## config.mk

```make
export PLATFORM = sky130hd
export DESIGN_NAME = mlad_table
export DESIGN_NICKNAME = d
export VERILOG_FILES = /design/src/rtl/mlad_pkg.sv /design/src/rtl/mlad_cam.sv /design/src/rtl/mlad_victim.sv /design/src/rtl/mlad_table.sv
export SDC_FILE = /design/constraint.sdc
export NUM_CORES = 2
export LEC_CHECK = 0
export BUFFER_PORTS_ARGS = -buffer_cell sky130_fd_sc_hd__clkbuf_2
export CAP_MARGIN = 5
export CORE_ASPECT_RATIO = 2
export CORE_MARGIN = 2
export CORE_UTILIZATION = 50
export DETAILED_ROUTE_END_ITERATION = 6
export PLACE_DENSITY = 0.66
export SLEW_MARGIN = 20
export SYNTH_ARGS = -nofsm -noshare
export SYNTH_HDL_FRONTEND = slang
export SYNTH_SLANG_ARGS = --single-unit
```

## constraint.sdc

```tcl
create_clock -name clk -period 38.5 [get_ports clk]
set_input_delay 1.925 -clock clk [delete_from_list [all_inputs] [get_ports clk]]
set_output_delay 1.925 -clock clk [all_outputs]
set_load 0.01 [all_outputs]
```

## src/rtl/mlad_pkg.sv

```systemverilog
package mlad_pkg;

    localparam int MODE_W = 3;

    typedef enum logic [MODE_W-1:0] {
        MODE_PLAIN      = 3'd0,
        MODE_DELAY_DIS  = 3'd1,
        MODE_VAL_PRED   = 3'd2,
        MODE_STALL_REL  = 3'd3,
        MODE_STALL_WAIT = 3'd4
    } spec_mode_e;

    localparam logic [MODE_W-1:0] MODE_TOP = MODE_STALL_WAIT;

endpackage

```

## src/rtl/mlad_cam.sv

```systemverilog
module mlad_cam #(
    parameter int N      = 16,
    parameter int LINE_W = 24,
    localparam int IDX_W = (N > 1) ? $clog2(N) : 1
) (
    input  logic [N-1:0]             vld_i,
    input  logic [N-1:0][LINE_W-1:0] lines_i,
    input  logic [LINE_W-1:0]        key_i,
    output logic                     hit_o,
    output logic [IDX_W-1:0]         idx_o
);

    logic [N-1:0] match;

    for (genvar g = 0; g < N; g++) begin : g_cmp
        assign match[g] = vld_i[g] && (lines_i[g] == key_i);
    end

    // A line is held by at most one slot; the encoder picks the lowest set bit.
    always_comb begin
        idx_o = '0;
        for (int i = N - 1; i >= 0; i--) begin
            if (match[i]) idx_o = IDX_W'(i);
        end
    end

    assign hit_o = |match;

endmodule

```

## src/rtl/mlad_victim.sv

```systemverilog
module mlad_victim #(
    parameter int N      = 16,
    parameter int MODE_W = 3,
    localparam int IDX_W = (N > 1) ? $clog2(N) : 1
) (
    input  logic [N-1:0]             vld_i,
    input  logic [N-1:0][MODE_W-1:0] mode_i,
    input  logic [N-1:0][IDX_W-1:0]  rank_i,
    output logic [IDX_W-1:0]         idx_o
);

    localparam int KEY_W = MODE_W + IDX_W;

    logic [N-1:0][KEY_W-1:0] key;

    // Sort key: mode first, then allocation rank (lower = earlier).
    for (genvar g = 0; g < N; g++) begin : g_key
        assign key[g] = {mode_i[g], rank_i[g]};
    end

    logic             any_free;
    logic [IDX_W-1:0] free_idx;
    logic [IDX_W-1:0] min_idx;
    logic [KEY_W-1:0] min_key;

    always_comb begin
        any_free = 1'b0;
        free_idx = '0;
        for (int i = N - 1; i >= 0; i--) begin
            if (!vld_i[i]) begin
                any_free = 1'b1;
                free_idx = IDX_W'(i);
            end
        end
    end

    always_comb begin
        min_idx = '0;
        min_key = key[0];
        for (int i = 1; i < N; i++) begin
            if (key[i] < min_key) begin
                min_key = key[i];
                min_idx = IDX_W'(i);
            end
        end
    end

    assign idx_o = any_free ? free_idx : min_idx;

endmodule

```

## src/rtl/mlad_table.sv

```systemverilog
module mlad_table #(
    parameter int N      = 16,
    parameter int LINE_W = 24
) (
    input  logic              clk,
    input  logic              rst_n,
    input  logic              age_tick_i,
    input  logic              evt_valid_i,
    input  logic              evt_real_i,
    input  logic [LINE_W-1:0] evt_line_i,
    input  logic [LINE_W-1:0] lk_line_i,
    output logic [2:0]        lk_mode_o
);

    import mlad_pkg::*;

    localparam int IDX_W = (N > 1) ? $clog2(N) : 1;
    localparam logic [IDX_W-1:0] RANK_NEW = IDX_W'(N - 1);

    typedef struct packed {
        logic              vld;
        logic [LINE_W-1:0] line;
        logic [MODE_W-1:0] mode;
        logic [IDX_W-1:0]  rank;
    } slot_t;

    slot_t [N-1:0] tab_d, tab_q;

    // Flattened views of the registered and the aged table.
    logic [N-1:0]             cur_vld;
    logic [N-1:0]             aged_vld;
    logic [N-1:0][LINE_W-1:0] cur_line;
    logic [N-1:0][MODE_W-1:0] aged_mode;
    logic [N-1:0][IDX_W-1:0]  cur_rank;

    for (genvar g = 0; g < N; g++) begin : g_view
        logic expire;
        assign expire       = age_tick_i && (tab_q[g].mode <= MODE_DELAY_DIS);
        assign cur_vld[g]   = tab_q[g].vld;
        assign cur_line[g]  = tab_q[g].line;
        assign cur_rank[g]  = tab_q[g].rank;
        assign aged_vld[g]  = tab_q[g].vld && !expire;
        assign aged_mode[g] = !aged_vld[g] ? MODE_PLAIN
                            : (age_tick_i ? tab_q[g].mode - 1'b1 : tab_q[g].mode);
    end

    // Event lookup against the aged table (age first, then event).
    logic             evt_hit;
    logic [IDX_W-1:0] evt_idx;

    mlad_cam #(.N(N), .LINE_W(LINE_W)) u_evt_cam (
        .vld_i   (aged_vld),
        .lines_i (cur_line),
        .key_i   (evt_line_i),
        .hit_o   (evt_hit),
        .idx_o   (evt_idx)
    );

    logic [IDX_W-1:0] vic_idx;

    mlad_victim #(.N(N), .MODE_W(MODE_W)) u_victim (
        .vld_i  (aged_vld),
        .mode_i (aged_mode),
        .rank_i (cur_rank),
        .idx_o  (vic_idx)
    );

    // Read port against the registered table.
    logic             lk_hit;
    logic [IDX_W-1:0] lk_idx;

    mlad_cam #(.N(N), .LINE_W(LINE_W)) u_lk_cam (
        .vld_i   (cur_vld),
        .lines_i (cur_line),
        .key_i   (lk_line_i),
        .hit_o   (lk_hit),
        .idx_o   (lk_idx)
    );

    assign lk_mode_o = lk_hit ? tab_q[lk_idx].mode : MODE_PLAIN;

    always_comb begin
        logic [IDX_W-1:0] old_rank;
        tab_d = tab_q;
        old_rank = tab_q[vic_idx].rank;

        for (int i = 0; i < N; i++) begin
            tab_d[i].vld  = aged_vld[i];
            tab_d[i].mode = aged_mode[i];
        end

        if (evt_valid_i) begin
            if (evt_hit) begin
                if (aged_mode[evt_idx] < MODE_TOP)
                    tab_d[evt_idx].mode = aged_mode[evt_idx] + 1'b1;
            end else if (evt_real_i) begin
                // Ranks stay a permutation: the new slot becomes youngest.
                for (int i = 0; i < N; i++) begin
                    if (tab_q[i].rank > old_rank)
                        tab_d[i].rank = tab_q[i].rank - 1'b1;
                end
                tab_d[vic_idx].vld  = 1'b1;
                tab_d[vic_idx].line = evt_line_i;
                tab_d[vic_idx].mode = MODE_DELAY_DIS;
                tab_d[vic_idx].rank = RANK_NEW;
            end
        end
    end

    always_ff @(posedge clk or negedge rst_n) begin
        if (!rst_n) begin
            for (int i = 0; i < N; i++) begin
                tab_q[i].vld  <= 1'b0;
                tab_q[i].line <= '0;
                tab_q[i].mode <= MODE_PLAIN;
                tab_q[i].rank <= IDX_W'(i);
            end
        end else begin
            tab_q <= tab_d;
        end
    end

endmodule

```

==> metrics.md <==
| Metric | Value |
|---|---|
| CTS max path bufs | `3` |
| Post-synth EDFFs | `0` |
| Outcome | `finished with violations` |
| Largest net degree at the start of global routing | `92` |
| WL/cell | `31.5 µm` |
| DR vias/cell | `6.57` |
| Worst slew pin tran | `1320 ps` |
| Fin. Hold Viols | `0` |
| 1st-iter DRT viols | `2,840` |
| Synthesized cell area | `41,600 µm²` |
| Synth area leaders | `dfrtp_1, xnor2_1, xor2_1` |
| Slew Viols, Final | `0` |
| Clock Sinks | `512` |
| Layout cell share with drive strength beyond 1 | `0.144` |
| #FFs+latches synth | `512` |
| Fillers | `7,618` |
| Synthesized instance count | `4,547` |
| GRT Overall Usage | `0.405` |
| Distinct cells, synth | `124` |
| Ys flop type | `dfrtp_1` |
| # IOs | `56` |
| FP Rows | `149` |
| Die extent in x | `208 µm` |
| Clk_skew | `27.7 ps` |
| Crit-path max cell delay | `740 ps` |
| Critical Path RT | `39,070 ps` |
| Area Growth Syn to Fin | `7.81%` |
| Num CTS Buffers | `51` |
| Max Clk Rate | `31.1 MHz` |
| Number of global-route vias before repair | `37,600` |
| Sequential cell area | `12,900 µm²` |
| Max_slew headroom | `0.119` |
| Post-CTS setup buffer count | `0` |
| Ys async rst share | `1.00` |
| Max-cap violations | `0` |
| H-tree levels | `2` |
| Maximum fanout along the worst path | `45` |
| Die Y | `412 µm` |
| RSZ-0062 raised after global routing | `false` |
| Failing checks | `design-rule violations` |
| Critical path arrival | `32,760 ps` |
| Post-detail-place hpwl | `130,000 µm` |
| Global route total overflow | `0` |
| DR vias | `36,800` |
| Tcrit/Tclk final | `0.836` |
| Crit. End Element | `register` |
| Buffers on Ports | `55` |
| WL final | `177,000 µm` |
| Layout Nets | `4,716` |
| # hold bufs at CTS | `0` |
| DR DRC count | `1` |
| TritonCTS clock tree | `built` |
| CP max-delay cell | `a41oi_2` |
| Worst min path class | `reg2reg` |
| Clock Latency Late Sink | `650 ps` |
| Die ar. | `85,700 µm²` |
| Startpoint types | `input port` |
| Synth cell count leaders | `xnor2_1, dfrtp_1, nand2_1` |
| Yosys warns | `0` |
| First-pass GRT wire length | `253,000 µm` |
| Post-route ant nets | `0` |
| Mapped Nets | `4,755` |
| Core Footprint | `82,400 µm²` |
| Initial Utilization | `0.505` |
| Initial antenna violation count | `4` |
| Setup_tns | `0 ps` |
| Root Driver | `clkbuf_16` |
| Final Wtd Congestion | `1.05` |
| Multi-input gate area | `27,300 µm²` |
| Syn_area_per_cell | `9.15 µm²` |
| Crit Path Class | `in2reg` |
| Count leader, synth | `xnor2_1` |
| Post-CTS resize count | `0` |
| Seq/Total Area, Yosys | `0.309` |
| Final period demand of the worst path | `32,190 ps` |
| Most common cell on crit path | `ha_1` |
| Final setup vio count | `0` |
| Top cell type's share of synthesized area | `0.289` |
| 1st-pass router iterations | `7` |
| Top cell type by total area after synthesis | `dfrtp_1` |
| Clock slew at reported path FFs | `70 ps` |
sequential cells by signal (all words and copies together), names as in the netlist:
register / count
cur_line: 384
cur_rank: 64
cur_vld: 16
tab_q: 48
kinds of logic after synthesis:
logic type	synth area share
AND/OR/NAND/NOR	0.180
XOR/XNOR	0.182
AO/OA/AOI/OAI	0.110
flip-flops	0.309
multiplexers	0.131
buffers and inverters	0.0383
adder cells (fa/ha/maj)	0.0494
area by class of cell:
class | count | share of cell area
antenna | 3 | 0.000167
clock buffer | 62 | 0.0314
clock inverter | 32 | 0.00756
inverter | 118 | 0.00987
multi-input combinational | 3646 | 0.608
sequential | 512 | 0.286
tap | 1057 | 0.0295
timing repair buffer | 179 | 0.0274
critical path, delay by kind of cell:
| kind | cells | cell delay (ps) |
|---|---|---|
| AO/OA/AOI/OAI | 65 | 15510 |
| XOR/XNOR | 1 | 160 |
| adder cells (fa/ha/maj) | 17 | 5460 |
| buffers and inverters | 6 | 1640 |
| multiplexers | 4 | 1210 |
| AND/OR/NAND/NOR | 43 | 6670 |
per-layer routing:
| metal | GRT usage | up-vias | part of all wire |
|---|---|---|---|
| met1 | 0.388 | 18100 | 0.32 |
| met5 | 0 | - | 0.000074 |
| met4 | 0.432 | 2 | 0.13 |
| met2 | 0.707 | 1734 | 0.49 |
| met3 | 0.0694 | 859 | 0.065 |
| li1 | - | 16100 | - |
worst paths after layout:
check,depth (start not counted),start,slack (ps),endpoint
setup / recovery,136,age_tick_i,6310,cur_rank[59]$_DFFE_PN1P_
hold / removal,1,cur_line[378]$_DFFE_PN0P_,560,cur_line[378]$_DFFE_PN0P_
setup reg to reg,135,tab_q[36]$_DFF_PN0_,7200,cur_rank[59]$_DFFE_PN1P_
hold reg to reg,1,cur_line[378]$_DFFE_PN0P_,560,cur_line[378]$_DFFE_PN0P_
max in group asynchronous,5,rst_n,33430,cur_line[181]$_DFFE_PN0P_
min in group asynchronous,1,rst_n,1260,cur_rank[8]$_DFFE_PN0P_
cell usage in the layout, fill, tap and decap left out, types with 11 or more instances in the layout:
cell type / Yosys / routed
a211o_1: 18 / 18
a211oi_1: 43 / 42
a21o_1: 14 / 14
a21oi_1: 162 / 161
a22oi_1: 14 / 14
a31oi_1: 31 / 31
a41oi_1: 11 / 11
and2_1: 20 / 20
and3_1: 19 / 18
buf_4: 14 / 123
clkbuf_16: 0 / 52
clkbuf_2: 1 / 53
clkinv_2: 0 / 14
dfrtp_1: 480 / 480
dfstp_2: 32 / 32
ha_1: 155 / 155
inv_1: 116 / 116
mux2_1: 169 / 169
mux2_2: 226 / 226
mux2_4: 12 / 12
mux2i_1: 77 / 77
nand2_1: 464 / 464
nand2b_1: 36 / 36
nand3_1: 64 / 64
nand4_1: 165 / 165
nand4b_1: 30 / 30
nor2_1: 234 / 231
nor2b_1: 34 / 34
nor3_1: 120 / 118
nor4_1: 154 / 150
nor4b_1: 25 / 25
o211ai_1: 27 / 27
o21a_1: 13 / 13
o21ai_0: 129 / 129
o22ai_1: 16 / 16
o31ai_1: 19 / 16
or2_2: 23 / 23
or3_1: 22 / 22
xnor2_1: 499 / 499
xor2_1: 361 / 361
per-stage QoR:
step                setup WS (ps)  instance area (µm²)  std cells   util  hold WS [ps]
CTS                          6800                44800       5606  0.544           559
floorplan                    8990                41600       4547      -           501
global route                 3610                44900       5606  0.544           571
global placement             6620                43100       5512  0.523           534
detailed placement           6190                43100       5512  0.523           544
finish                       6310                44900       5609  0.545           558
Power is left out: the tool's default activity adds up to more than one toggle a clock period on the data nets, which glitch-free logic cannot reach.
